===== src/rtl/rtcpre_pkg.sv =====
package rtcpre_pkg;
  localparam int WHOLE_W = 16;
  localparam int FRAC_W  = 4;
  localparam int CAL_W   = WHOLE_W + FRAC_W + 1;
  localparam int CNT_W   = WHOLE_W + 1;

  typedef struct packed {
    logic              fen;
    logic [FRAC_W-1:0] frac;
    logic [WHOLE_W-1:0] whole;
  } trim_t;

  function automatic trim_t unpack_trim(input logic [CAL_W-1:0] w);
    trim_t t;
    t.whole = w[WHOLE_W-1:0];
    t.frac  = w[WHOLE_W+FRAC_W-1:WHOLE_W];
    t.fen   = w[CAL_W-1];
    return t;
  endfunction
endpackage


===== src/rtl/rtcpre_trim_reg.sv =====
module rtcpre_trim_reg
  import rtcpre_pkg::*;
#(
  parameter logic [CAL_W-1:0] RESET_CAL = CAL_W'(16'h7FFF)
) (
  input  logic             clk,
  input  logic             rst_n,
  input  logic             load,
  input  logic [CAL_W-1:0] cal_word,
  output trim_t            act
);
  // Active trim only changes at a seconds boundary.
  always_ff @(posedge clk or negedge rst_n) begin
    if (!rst_n)    act <= unpack_trim(RESET_CAL);
    else if (load) act <= unpack_trim(cal_word);
  end
endmodule


===== src/rtl/rtcpre_phase.sv =====
module rtcpre_phase
  import rtcpre_pkg::*;
(
  input  logic              clk,
  input  logic              rst_n,
  input  logic              advance,
  input  logic              fen,
  input  logic [FRAC_W-1:0] frac,
  output logic [FRAC_W-1:0] phase,
  output logic              stretch
);
  generate
    if (FRAC_W > 0) begin : g_frac
      always_ff @(posedge clk or negedge rst_n) begin
        if (!rst_n)       phase <= '0;
        else if (advance) phase <= phase + 1'b1;
      end
      // The first F phases of each 16-second cycle take the extra tick.
      assign stretch = fen && (phase < frac);
    end else begin : g_nofrac
      assign phase   = '0;
      assign stretch = 1'b0;
    end
  endgenerate
endmodule


===== src/rtl/rtcpre_div.sv =====
module rtcpre_div
  import rtcpre_pkg::*;
(
  input  logic               clk,
  input  logic               rst_n,
  input  logic               tick_q,
  input  logic [WHOLE_W-1:0] whole,
  input  logic               stretch,
  output logic               wrap,
  output logic               strobe,
  output logic [WHOLE_W-1:0] count_out
);
  logic [CNT_W-1:0] cnt;
  logic [CNT_W-1:0] limit;

  assign limit     = {1'b0, whole} + {{(CNT_W-1){1'b0}}, stretch};
  assign wrap      = tick_q && (cnt == limit);
  assign count_out = cnt[WHOLE_W-1:0];

  always_ff @(posedge clk or negedge rst_n) begin
    if (!rst_n) begin
      cnt    <= '0;
      strobe <= 1'b0;
    end else begin
      strobe <= wrap;
      if (tick_q) cnt <= wrap ? '0 : cnt + 1'b1;
    end
  end
endmodule


===== src/rtl/rtc_sec_prescaler.sv =====
module rtc_sec_prescaler
  import rtcpre_pkg::*;
#(
  parameter logic [CAL_W-1:0] RESET_CAL = CAL_W'(16'h7FFF)
) (
  input  logic               clk,
  input  logic               rst_n,
  input  logic               osc_en,
  input  logic               osc_tick,
  input  logic [CAL_W-1:0]   cal_word,
  output logic               sec_strobe,
  output logic [WHOLE_W-1:0] subsec_count
);
  logic              tick_q;
  logic              wrap;
  logic              stretch;
  logic [FRAC_W-1:0] phase;
  trim_t             act_trim;

  assign tick_q = osc_en & osc_tick;

  rtcpre_trim_reg #(.RESET_CAL(RESET_CAL)) i_trim (
    .clk(clk), .rst_n(rst_n), .load(wrap), .cal_word(cal_word), .act(act_trim)
  );

  rtcpre_phase i_phase (
    .clk(clk), .rst_n(rst_n), .advance(wrap),
    .fen(act_trim.fen), .frac(act_trim.frac),
    .phase(phase), .stretch(stretch)
  );

  rtcpre_div i_div (
    .clk(clk), .rst_n(rst_n), .tick_q(tick_q), .whole(act_trim.whole),
    .stretch(stretch), .wrap(wrap), .strobe(sec_strobe), .count_out(subsec_count)
  );
endmodule


===== config.mk =====
export PLATFORM = sky130hd
export DESIGN_NAME = rtc_sec_prescaler
export DESIGN_NICKNAME = d
export VERILOG_FILES = /design/src/rtl/rtcpre_pkg.sv /design/src/rtl/rtcpre_trim_reg.sv /design/src/rtl/rtcpre_phase.sv /design/src/rtl/rtcpre_div.sv /design/src/rtl/rtc_sec_prescaler.sv
export SDC_FILE = /design/constraint.sdc
export NUM_CORES = 1
export LEC_CHECK = 0
export ABC_AREA = 1
export CAP_MARGIN = 20
export CORE_UTILIZATION = 35
export DETAILED_ROUTE_END_ITERATION = 12
export DONT_BUFFER_PORTS = 1
export PLACE_DENSITY = 0.51
export SLEW_MARGIN = 15
export SYNTH_ARGS = -nofsm -noshare
export SYNTH_HDL_FRONTEND = slang
export SYNTH_SLANG_ARGS = --single-unit

===== constraint.sdc =====
create_clock -name clk -period 5.6 [get_ports clk]
set_input_delay 0.28 -clock clk [delete_from_list [all_inputs] [get_ports clk]]
set_output_delay 0.28 -clock clk [all_outputs]
set_load 0.1 [all_outputs]

After elaboration in Yosys (flattened, before gate mapping)

Index checks and enable logic that the tools add are counted.

Register bits after elaboration: 43
Latch bits: 0
Bits in writable memories: 0
ROM bits: 0
Bits of input ports: 25
Output and inout bits: 17
Logic and storage cells: 15
Memories: 0

Add/subtract/negate cells: 3
$mul: 0
Div/mod/pow operators: 0
Order comparisons: 1
Equality and inequality tests: 1
Shifts and indexed selects: 0
Muxes and demuxes: 1
Bitwise logic cells: 1
Reductions and logical operators: 2

Operator list:

| cell                                           | count |
|---|---|
| adder 16 x 1 -> 17 bit                         | 1 |
| adder 17 x 1 -> 17 bit (second input constant) | 1 |
| equality test 17 bit                           | 1 |
| 2-to-1 mux 17 bit                              | 1 |
| adder 4 x 1 -> 4 bit (second input constant)   | 1 |
| < comparator 4 bit                             | 1 |
| logical AND 1 bit                              | 2 |
| AND 1 bit                                      | 1 |

Depth between registers and ports, before layout

Depth in word-level cells: 6
Depth in mapped cells: 21
Depth with buffers taken out: 20

Cells and area by module

From an unflattened synthesis, not the netlist that was laid out.

Cell total of the unflattened synthesis: 497
Area, all modules: 3206.8 um^2

Modules (own cells, without submodules):

| module            | times used | cells each | area an instance (um^2) | seq. area each (um^2) |
|---|---|---|---|---|
| rtcpre_div        | 1          | 372        | 2103.3                  | 450.4 |
| rtcpre_trim_reg   | 1          | 89         | 822.0                   | 544.3 |
| rtcpre_phase      | 1          | 34         | 274.0                   | 100.1 |
| rtc_sec_prescaler | 1          | 2          | 7.5                     | 0.0 |

Worst setup path after synthesis

Ideal clock, no wire load.

Path kind: register to register
Start: register i_phase.phase[1]
End: register i_div.cnt[8]
Library setup time: 111 ps
Data arrival time: 2716 ps
Required time: 5489 ps
Slack: 2773 ps
Cell stages (with the launch flop): 19
Path buffers: 1
Clock period less this slack: 2827 ps
Path through: dfrtp_1 -> ha_1 -> a21boi_0 -> o211ai_1 -> and3_1 -> ha_1 -> ha_1 -> or2_1 -> nand3_1 -> nand2_1 -> nor2_1 -> nand2_1 -> nor2_1 -> nand3_2 -> nor2_8 -> nand3_4 -> buf_6 -> nand2_4 -> inv_2

Word-level cells in the longest chain between the ends: 6

RTL lines:

| what                   | line               | text |
|---|---|---|
| from (decl)            | rtcpre_phase.sv:9  | `output logic [FRAC_W-1:0] phase,` |
| from (signal assigned) | rtcpre_phase.sv:16 | `else if (advance) phase <= phase + 1'b1;` |
| < comparator 4 bit     | rtcpre_phase.sv:19 | `assign stretch = fen && (phase < frac);` |
| logical AND 1 bit      | rtcpre_phase.sv:19 |  |
| adder 16 x 1 -> 17 bit | rtcpre_div.sv:16   | `assign limit = {1'b0, whole} + {{(CNT_W-1){1'b0}}, stretch};` |
| equality test 17 bit   | rtcpre_div.sv:17   | `assign wrap = tick_q && (cnt == limit);` |
| logical AND 1 bit      | rtcpre_div.sv:17   |  |
| 2-to-1 mux 17 bit      | rtcpre_div.sv:26   | `if (tick_q) cnt <= wrap ? '0 : cnt + 1'b1;` |
| to (signal assigned)   | rtcpre_div.sv:26   |  |
| to (decl)              | rtcpre_div.sv:13   | `logic [CNT_W-1:0] cnt;` |

No other way between the ends.
A chain may end at the register's enable or synchronous reset.

Worst setup path in the final report

Start: register i_phase.phase[1]
End: register i_div.cnt[5]

The elaborated chain is that of the path after synthesis.

==> flow_metrics.tcl <==
set metrics [dict create \
    outcome "finished clean" \
    synthArstFlopShare_pct 100.0 \
    yosys-top-cells-area "dfrtp_1, nand2_1, dfstp_2, nand4_1, inv_1" \
    period_needed_ns 3.845 \
    final_nets 437 \
    ir_worst_vdd_mv 0.09365 \
    rsz0062_at_grt "false" \
    synth_top_cell_area_share_pct 22.59 \
    multi_input_area_mm2 0.001563 \
    fp.dieH_um 96.14 \
    rows 33 \
    num_antenna_cells 0 \
    core_mm2 0.008382 \
    grt_first_pass_wirelength_mm 11.54 \
    clkTransAtPathRegs_ns 0.09 \
    synth_most_common_cell "nand2_1" \
    cts_sinks 43 \
    yosys_most_used_dff "dfrtp_1" \
    drcViolationCount 0 \
    cp-start-kind "register" \
    ys.warnings.count 0 \
    final_antenna_net_count 0 \
    hold_violations 0 \
    drive_above_1_share_pct 15.52 \
    slowest_stage "nand3_4" \
    io_buffer_count 0 \
    tightest_slew_ns 1.115 \
    slew_headroom_pct 25.69 \
    tns_ns 0 \
    worstPathRequired_ns 5.78 \
    gp_congestion 0.9060 \
    setup_viol 0 \
    grt_use_total_pct 16.22 \
    period_share_pct 68.67 \
    max_freq_mhz 260.0 \
    cpLargestDelayFamily "simple AND/OR/NAND/NOR gates" \
    cp_max_fo 41 \
    cts_buffer_depth 2 \
    dieArea_mm2 0.009243 \
    routed_wl_mm 6.612 \
    path_class "register to register" \
    initialDrtViolationCount 120 \
    critical_path.most_common_cell "nand2_1" \
    use_met3_pct 3.397 \
    powerDensity_mw_per_mm2 249.1 \
    wl_per_cell_um 12.94 \
    overflow 0 \
    syn2layout_area_growth_pct 2.340 \
    finalWorstSetupSlack_ns 1.755 \
    grt_max_degree 44 \
    max_stage_delay_ns 0.62 \
    gr-usage-met1_pct 22.27 \
    worstPathArrival_ns 4.03 \
    clk_latency_ns 0.29 \
    num_vias 2346 \
    dp_hpwl_mm 4.825 \
    grt_pass1_vias 2391 \
    path_cells "ha_1, a21boi_0, o211ai_1, and3_1, ha_1, ha_1, nand3_2, nor2_4, nand3_1, nand2_1, nand2_1, nand2_1, nand2_1, inv_2, nand2_1, nor2_4, nand3_4, nand2_1, inv_2" \
    htree_levels 2 \
    postLayoutCoreUtil_pct 37.87 \
    ys_seq_area_share_pct 35.30 \
    timing.hold.ws_ns 0.09638 \
    leakagePower_nw 1.602 \
    cts_tree "yes" \
    avgViaCountPerCell 4.591 \
    syn_inst 422 \
    ys_types 32 \
    grt-busiest-layer "met2" \
    synth_common_cells "nand2_1, inv_1, nand4_1, nor2_1, dfrtp_1" \
    postCtsSetupBuffers 0 \
    area.sequential_mm2 0.001095 \
    syn_area_mm2 0.003102 \
    cts_resized 0 \
    yosys.area.top_type "dfrtp_1" \
    io-pin-count 42 \
    cts-root-buf "clkbuf_8" \
    ctsHoldBuffers 2 \
    skew_ns 0.007473 \
    nFillCells 912 \
    holdCritPathClass "input pin to register" \
    synth_seq_cells 43 \
    antenna_found_initial 0 \
    start_util_pct 37.01 \
    syn_area_per_cell_um2 7.350 \
    cts_buffers 5 \
    path_buf_inv 2 \
    die_w_um 96.14 \
    critPathCaptureType "register" \
    final_max_slew_viol_count 0 \
    synthesis.nets 454 \
    first_pass_iters 4 \
    grt_util_met2_pct 26.06 \
    post-place-ws_ns 1.683 \
    maxCapViolCount 0 \
    synth_edf_count 0 \
]
## through the flow
stage | cells | area [um2] | power [W]
after floorplan | 422 | 3102 | 0.0005857
after global placement | 501 | 3045 | 0.0005796
after detailed placement | 501 | 3045 | 0.0005810
after CTS | 511 | 3174 | 0.0008018
after global routing | 511 | 3174 | 0.0008329
final | 511 | 3174 | 0.0007908
## layout by cell type, fill, tap and decap left out, types with 6 or more instances in the layout
master	count
dfrtp_1	28
inv_1	45
clkbuf_8	6
ha_1	7
xnor2_1	9
nand2_1	136
nand4_1	33
inv_2	17
dfstp_2	15
xor2_1	18
nor2_1	30
nand2_4	9
nand3_1	22
## power breakdown
part	total (W)	internal, W	switching, W	leakage (nW)
registers	0.000478	0.000324	0.000154	0.515
clock network	0.000208	0.0000998	0.000109	0.0482
logic	0.000104	0.0000436	0.0000604	1.04
total	0.000791	0.000468	0.000323	1.60
## worst reg2reg max path: cells and delay by family, from the launching register on
family	cells	cell delay, ns
AOI/OAI and AO/OA	2	0.26
adders and majority gates	3	0.69
buffers and inverters	2	0.08
DFF	1	0.42
and+or+nand+nor	12	2.28
## path summary, 6_finish.rpt
path | start | end | slack, ns | cells after the start
worst min register to register | i_trim.act[0] | i_trim.act[0] | 0.48 | 2
worst max-delay path | i_phase.phase[1] | i_div.cnt[5] | 1.75 | 19
worst max register to register | i_phase.phase[1] | i_div.cnt[5] | 1.75 | 19
worst min-delay path | cal_word[0] | i_trim.act[0] | 0.1 | 2
max in group asynchronous | rst_n | i_trim.act[3] | 4.85 | 2
min in group asynchronous | rst_n | i_div.cnt[16] | 0.50 | 2
## logic make-up (layout without fill, tap and decap cells)
family / after synthesis / in the layout / share of synthesized area (%)
xor+xnor: 27 / 27 / 7.624
compound gates: 7 / 7 / 1.291
buf+inv: 92 / 76 / 14.32
simple gates: 246 / 246 / 38.64
fa+ha+maj: 7 / 7 / 2.824
flops: 43 / 43 / 35.30
## routing by layer
layer,vias up,routed length (um)
li1,1265,-
met1,1028,3386
met2,49,2871
met3,4,276
met4,0,77
met5,-,0
## state kept, by name, indices dropped and copies added, names as in the netlist
| name | flops |
|---|---|
| i_div.strobe | 1 |
| i_div.cnt | 17 |
| i_phase.phase | 4 |
| i_trim.act | 21 |
## area by class of cell
| class | count | share of cell area (%) |
|---|---|---|
| Clock buffer | 7 | 2.720 |
| Sequential cell | 43 | 34.49 |
| Timing Repair Buffer | 4 | 1.656 |
| Multi-Input combinational cell | 287 | 49.23 |
| Inverter | 64 | 7.607 |
| Tap cell | 105 | 4.139 |
| Clock inverter | 1 | 0.1577 |
Note: power is estimated with default switching activity, not from simulation.
